[src/rtl/dvm_pkg.sv]
package dvm_pkg;
  typedef enum logic [1:0] {
    SEL_VEC = 2'd0,
    SEL_CNT = 2'd1,
    SEL_CLR = 2'd2,
    SEL_RSV = 2'd3
  } reg_sel_e;
endpackage

[src/rtl/dvm_chan.sv]
module dvm_chan #(
  parameter int VEC_W = 6,
  parameter int CNT_W = 16
) (
  input  logic             clk,
  input  logic             rst_n,
  input  logic             vec_we,
  input  logic             cnt_we,
  input  logic [CNT_W-1:0] wdata,
  input  logic             req_valid,
  input  logic [VEC_W-1:0] req_vec,
  input  logic             grant,
  output logic             hit,
  output logic             trig_q,
  output logic             end_q
);
  localparam logic [CNT_W-1:0] ONE = CNT_W'(1);

  logic [VEC_W-1:0] vec_q, vec_d;
  logic [CNT_W-1:0] cnt_q, cnt_d;
  logic             last;

  assign last = (cnt_q == ONE);
  assign hit  = req_valid && (vec_q != '0) && (cnt_q != '0) && (vec_q == req_vec);

  always_comb begin
    vec_d = vec_q;
    cnt_d = cnt_q;
    if (grant) begin
      cnt_d = cnt_q - ONE;
      if (last) vec_d = '0;
    end
    if (vec_we) vec_d = wdata[VEC_W-1:0];
    if (cnt_we) cnt_d = wdata;
  end

  always_ff @(posedge clk or negedge rst_n) begin
    if (!rst_n) begin
      vec_q  <= '0;
      cnt_q  <= '0;
      trig_q <= 1'b0;
      end_q  <= 1'b0;
    end else begin
      if (grant || vec_we) vec_q <= vec_d;
      if (grant || cnt_we) cnt_q <= cnt_d;
      trig_q <= grant;
      end_q  <= grant && last;
    end
  end

  assert_end_with_trig_R5: assert property (@(posedge clk) disable iff (!rst_n)
    end_q |-> trig_q);
  assert_end_erases_vec_R5: assert property (@(posedge clk) disable iff (!rst_n)
    (end_q && !$past(vec_we)) |-> (vec_q == '0));
  assert_cnt_step_R4: assert property (@(posedge clk) disable iff (!rst_n)
    (trig_q && !$past(cnt_we)) |-> (cnt_q == $past(cnt_q) - ONE));
  assert_trig_assigned_R7: assert property (@(posedge clk) disable iff (!rst_n)
    trig_q |-> ($past(vec_q) != '0));
  assert_end_needs_one_R8: assert property (@(posedge clk) disable iff (!rst_n)
    end_q |-> ($past(cnt_q) == ONE));
endmodule

[src/rtl/dvm_arb.sv]
module dvm_arb #(
  parameter int NUM_CH = 4
) (
  input  logic [NUM_CH-1:0] hit,
  output logic [NUM_CH-1:0] grant
);
  for (genvar i = 0; i < NUM_CH; i++) begin : g_pri
    if (i == 0) begin : g_first
      assign grant[i] = hit[i];
    end else begin : g_rest
      assign grant[i] = hit[i] && !(|hit[i-1:0]);
    end
  end
endmodule

[src/rtl/dma_vec_router.sv]
module dma_vec_router #(
  parameter int NUM_CH = 4,
  parameter int VEC_W  = 6,
  parameter int CNT_W  = 16,
  localparam int CH_W   = $clog2(NUM_CH),
  localparam int ADDR_W = CH_W + 2
) (
  input  logic              clk,
  input  logic              rst_n,
  input  logic              wr_en,
  input  logic [ADDR_W-1:0] wr_addr,
  input  logic [CNT_W-1:0]  wr_data,
  input  logic              req_valid,
  input  logic [VEC_W-1:0]  req_vec,
  output logic [NUM_CH-1:0] ch_trig,
  output logic [NUM_CH-1:0] ch_end,
  output logic              cpu_irq_valid,
  output logic [VEC_W-1:0]  cpu_irq_vec,
  output logic              flag_clr_valid,
  output logic [VEC_W-1:0]  flag_clr_vec,
  output logic              sw_clr_valid,
  output logic [VEC_W-1:0]  sw_clr_vec
);
  import dvm_pkg::*;

  logic [1:0] rst_sync;
  logic       rst_ni;

  always_ff @(posedge clk or negedge rst_n) begin
    if (!rst_n) rst_sync <= 2'b00;
    else        rst_sync <= {rst_sync[0], 1'b1};
  end
  assign rst_ni = rst_sync[1];

  reg_sel_e         sel;
  logic [CH_W-1:0]  wch;
  logic [NUM_CH-1:0] hit, grant;
  logic             miss, swc;

  assign sel  = reg_sel_e'(wr_addr[ADDR_W-1 -: 2]);
  assign wch  = wr_addr[CH_W-1:0];
  assign miss = req_valid && (grant == '0);
  assign swc  = wr_en && (sel == SEL_CLR);

  for (genvar c = 0; c < NUM_CH; c++) begin : g_ch
    logic vwe, cwe;
    assign vwe = wr_en && (sel == SEL_VEC) && (wch == CH_W'(c));
    assign cwe = wr_en && (sel == SEL_CNT) && (wch == CH_W'(c));
    dvm_chan #(.VEC_W(VEC_W), .CNT_W(CNT_W)) u_chan (
      .clk(clk), .rst_n(rst_ni), .vec_we(vwe), .cnt_we(cwe),
      .wdata(wr_data), .req_valid(req_valid), .req_vec(req_vec),
      .grant(grant[c]), .hit(hit[c]), .trig_q(ch_trig[c]), .end_q(ch_end[c])
    );
  end

  dvm_arb #(.NUM_CH(NUM_CH)) u_arb (.hit(hit), .grant(grant));

  logic             cpu_v_d, ack_v_d, sw_v_d;
  logic [VEC_W-1:0] cpu_vec_d, ack_vec_d, sw_vec_d;

  always_comb begin
    cpu_v_d   = miss;
    cpu_vec_d = miss ? req_vec : '0;
    ack_v_d   = |grant;
    ack_vec_d = (|grant) ? req_vec : '0;
    sw_v_d    = swc;
    sw_vec_d  = swc ? wr_data[VEC_W-1:0] : '0;
  end

  always_ff @(posedge clk or negedge rst_ni) begin
    if (!rst_ni) begin
      cpu_irq_valid  <= 1'b0;
      cpu_irq_vec    <= '0;
      flag_clr_valid <= 1'b0;
      flag_clr_vec   <= '0;
      sw_clr_valid   <= 1'b0;
      sw_clr_vec     <= '0;
    end else begin
      cpu_irq_valid  <= cpu_v_d;
      cpu_irq_vec    <= cpu_vec_d;
      flag_clr_valid <= ack_v_d;
      flag_clr_vec   <= ack_vec_d;
      sw_clr_valid   <= sw_v_d;
      sw_clr_vec     <= sw_vec_d;
    end
  end

  assert_one_trig_R1: assert property (@(posedge clk) disable iff (!rst_ni)
    $onehot0(ch_trig));
  assert_cpu_excl_R2: assert property (@(posedge clk) disable iff (!rst_ni)
    cpu_irq_valid |-> (ch_trig == '0));
  assert_ack_pairs_R2: assert property (@(posedge clk) disable iff (!rst_ni)
    flag_clr_valid |-> $onehot(ch_trig));
  assert_cpu_follows_req_R3: assert property (@(posedge clk) disable iff (!rst_ni)
    cpu_irq_valid |-> $past(req_valid));
endmodule

[config.mk]
export PLATFORM = sky130hd
export DESIGN_NAME = dma_vec_router
export DESIGN_NICKNAME = d
export VERILOG_FILES = /design/src/rtl/dvm_pkg.sv /design/src/rtl/dvm_chan.sv /design/src/rtl/dvm_arb.sv /design/src/rtl/dma_vec_router.sv
export SDC_FILE = /design/constraint.sdc
export NUM_CORES = 1
export LEC_CHECK = 0
export ABC_AREA = 1
export BUFFER_PORTS_ARGS = -buffer_cell sky130_fd_sc_hd__buf_2
export CORE_MARGIN = 5
export CORE_UTILIZATION = 58
export CTS_BUF_LIST = sky130_fd_sc_hd__clkbuf_4
export CTS_CLUSTER_DIAMETER = 200
export DETAILED_ROUTE_END_ITERATION = 16
export PLACE_DENSITY = 0.78
export SETUP_SLACK_MARGIN = 0.1
export SLEW_MARGIN = 40
export SYNTH_ARGS = -nofsm -noshare
export SYNTH_HDL_FRONTEND = slang
export SYNTH_SLANG_ARGS = --single-unit
[constraint.sdc]
create_clock -name clk -period 4.3 [get_ports clk]
set_clock_uncertainty 0.2 [all_clocks]
set_input_delay 0.43 -clock clk [delete_from_list [all_inputs] [get_ports clk]]
set_output_delay 0.43 -clock clk [all_outputs]
set_load 0.01 [all_outputs]
==> key figures <==
Worst setup path
  – Delay-heaviest family, CP: buffers and inverters
  – WS Path Type: in2reg
  – Reg-to-reg endpoint: g_ch[0].u_chan.cnt_q[15]
  – Critical path endpoint category: flip-flop
  – Slowest-stage cell, CP: clkinv_1
  – Worst path max stage delay: around 0.6 ns
  – CP dominant cell by count: nand2_1
  – Worst path depth: 9
  – Crit path buf inv count: 4
  – Cell count of the worst reg-to-reg path: 9
  – CP max FO: 19
  – CP startpoint: wr_addr[2]
  – Reg2Reg Setup Slack: 1.86 ns
  – End of the critical path: g_ch[1].u_chan.cnt_q[9]
  – RR Startpoint: g_ch[0].u_chan.cnt_q[0]
  – Crit path arrival time: around 2.9 ns
  – Startpoint Class: input pin
  – Worst endpoint required time: ~4.6 ns
  – Worst path cell trace: dlygate4sd3_1, buf_2, nand3_1, inv_1, nand2_1, clkinv_1, nor2_1, nand2_1, o211ai_1

Logic synthesis
  – Top cells by area, synth: dfrtp_1 42%, nand2_1 16%, nor2_1 6.5%
  – Netlist cell types: 38
  – Mapped Area: 7162 um2
  – Sequential area share after synthesis: approximately two fifths
  – Share of the synthesized area in the top cell type: about two fifths
  – Mapped Nets: 1,027
  – Gate Count Post-Synth: 986
  – Synth area leader: dfrtp_1
  – Syn avg cell area: between 7 and 8 um2
  – Ys Warns: 0
  – FF+latch count, synth: 119

Pwr
  – Power Dens Cells: ~530 nW/um2
  – Worst IR Drop VDD: about 0.34 mV
  – Pwr Total: ~0.0043 W
  – Static leakage: 4.065 nW

Die
  – Initial Utilization: between 50% and 60%
  – IO Pins: just under 60
  – Die area: 14,670 um2
  – Die width: between 100 and 150 um
  – Core area: around 12,000 um2
  – Row count: 40
  – Height of the die: roughly 120 um

Clock network
  – Setup Fix Bufs, Post-CTS: 0
  – CTS Hold Buffers Added: 16
  – Clock tree sinks: about 120
  – Total CTS buffers: 17
  – TritonCTS clock tree: done
  – Clk_lat worst skew: 0.56 ns
  – Number of H-tree levels: 4
  – Clk root buf: clkbuf_4
  – Cts repair resizes: 0
  – Clk buf depth: 2
  – Clock transition at path regs: roughly 0.1 ns

Drt
  – DRC: 0
  – Average wire per standard cell: 14.54 um
  – Via density: roughly 5.3
  – DRT antenna net count: 0
  – Routed WL: ~18,000 um
  – Via Count: approximately 6,500
  – Starting DRT DRC Count: 429
  – Drt pass-1 iters: 5

Global route
  – Global Route Usage Sum: between 20% and 30%
  – Initial antenna violation count: 0
  – First-pass GRT wire length: ~30,000 um
  – Number of global-route vias before repair: 6,219
  – Largest net degree at the start of global routing: 45
  – Global route overflow: 0

Cells and area
  – Area of the multi-input gates: 3617 um2
  – Register area: between 2000 and 3000 um2
  – Net count, final: between 1,000 and 1,500
  – Final std cells w/o fill: between 1,000 and 1,500
  – Fillcell total: between 1,000 and 1,500
  – Layout cells sized above 1: between 10% and 20%
  – Most common cell after layout, fill and taps aside: nand2_1
  – Area grow syn2layout: 11.37%
  – # diodes: 0
  – Most frequent cells in the layout: 297 x nand2_1, 123 x nor2_1, 118 x dfrtp_1, 94 x inv_1, 88 x nand3_1

Place
  – Dpl cells: between 1,000 and 1,500
  – Final RePlAce weighted congestion: between 0.9 and 1
  – Final HPWL DP: between 10,000 and 15,000 um
  – Buffers on Ports: 58

Timing
  – Worst Tran Pin Value: 0.7954 ns
  – Final Hold Fails: 0
  – Max Slew Vio Count: 0
  – Min Clock Period, post-route: 2.672 ns
  – Setup TNS: 0 ns
  – Unrepaired setup endpoints after global routing: false
  – Tcrit/Tclk final: approximately 62%
  – Final setup vio count: 0
  – Max Fclk: 374.3 MHz
  – Rel. slew slack: 46.85%
  – Final hold slack: between 0.02 and 0.03 ns

Flow run
  – Max-Cap Viols: 0

Status
  – Status: finished, final reports clean

Min path
  – Worst Hold Class: reg2async
-- state kept, by name, indices dropped and copies added, names as in the netlist --
name and flops:
sw_clr_vec 6, rst_sync 2, g_ch.u_chan.trig_q 4, flag_clr_valid 1, g_ch.u_chan.vec_q 24, cpu_irq_vec 6, flag_clr_vec 6, g_ch.u_chan.cnt_q 64
cpu_irq_valid 1, g_ch.u_chan.end_q 4, sw_clr_valid 1
-- cell usage after synthesis (all sizes together) --
master	instances
xnor2	15
and3b	1
nor4	2
nand2	305
and2	1
or2	1
and3	2
conb	1
o21bai	1
a31oi	1
nand3	89
a21oi	9
clkbuf	12
clkinv	2
dfrtp	119
nor3	12
inv	102
o21ai	70
buf	17
o211a	1
nor2	137
ha	11
o211ai	22
xor2	35
nand3b	4
nand4	13
o2111ai	1
-- worst min-delay path by stage --
stage	startpoint	endpoint	slack, ns	cells after the start
after floorplan	rst_n	rst_sync[0]	-0.07	0
after global placement	rst_n	rst_sync[0]	0.01	1
after detailed placement	rst_n	rst_sync[0]	0.02	1
after CTS	req_vec[1]	cpu_irq_vec[1]	0.0006	3
after global routing	req_vec[1]	flag_clr_vec[1]	0.01	3
final	rst_sync[1]	g_ch[2].u_chan.cnt_q[2]	0.03	0
-- power breakdown --
part | switching [W] | internal [W]
clock | 0.000460 | 0.000285
combinational | 0.00108 | 0.000696
sequential | 0.000311 | 0.00143
total | 0.00185 | 0.00241
-- kinds of logic after synthesis --
| logic type | share of synthesized area, % |
|---|---|
| other cells | 0.05236 |
| buf+inv | 7.949 |
| compound gates | 8.281 |
| flops | 41.58 |
| fa+ha+maj | 1.922 |
| simple gates | 34.10 |
| xor+xnor | 6.115 |
-- per-layer routing --
layer	GRT usage, %	routed length (um)	up-vias
met3	5.874	1186	53
met4	10.69	554	0
met5	0	0	-
li1	-	-	3275
met1	33.93	7787	2982
met2	40.99	8427	212
-- metrics by stage --
stage	utilization [%]	instance area (um2)	setup WS (ns)
final	66.13	7976	1.628
after global routing	66.13	7976	1.491
after global placement	62.30	7515	1.506
after floorplan	-	7162	0.5393
after CTS	66.13	7976	1.741
after detailed placement	62.66	7557	1.676
-- area by class of cell --
cell class | instances | share of cell area [%]
Tap cell | 168 | 2.635
Clock inverter | 15 | 1.647
Sequential cell | 119 | 37.38
Clock buffer | 17 | 1.600
Multi-Input combinational cell | 734 | 45.35
Timing Repair Buffer | 78 | 6.494
Inverter | 104 | 4.894
-- worst register-to-register path: stages, from the launching register on --
cell      delay, ns
dfrtp_1        0.45
inv_1          0.11
ha_1           0.24
nand2_2        0.12
nor2_4         0.06
nand2_1        0.12
nand4_2        0.20
nor2_1         0.60
nand2_1        0.14
o211ai_1       0.11
(Power assumes the default switching activity.)
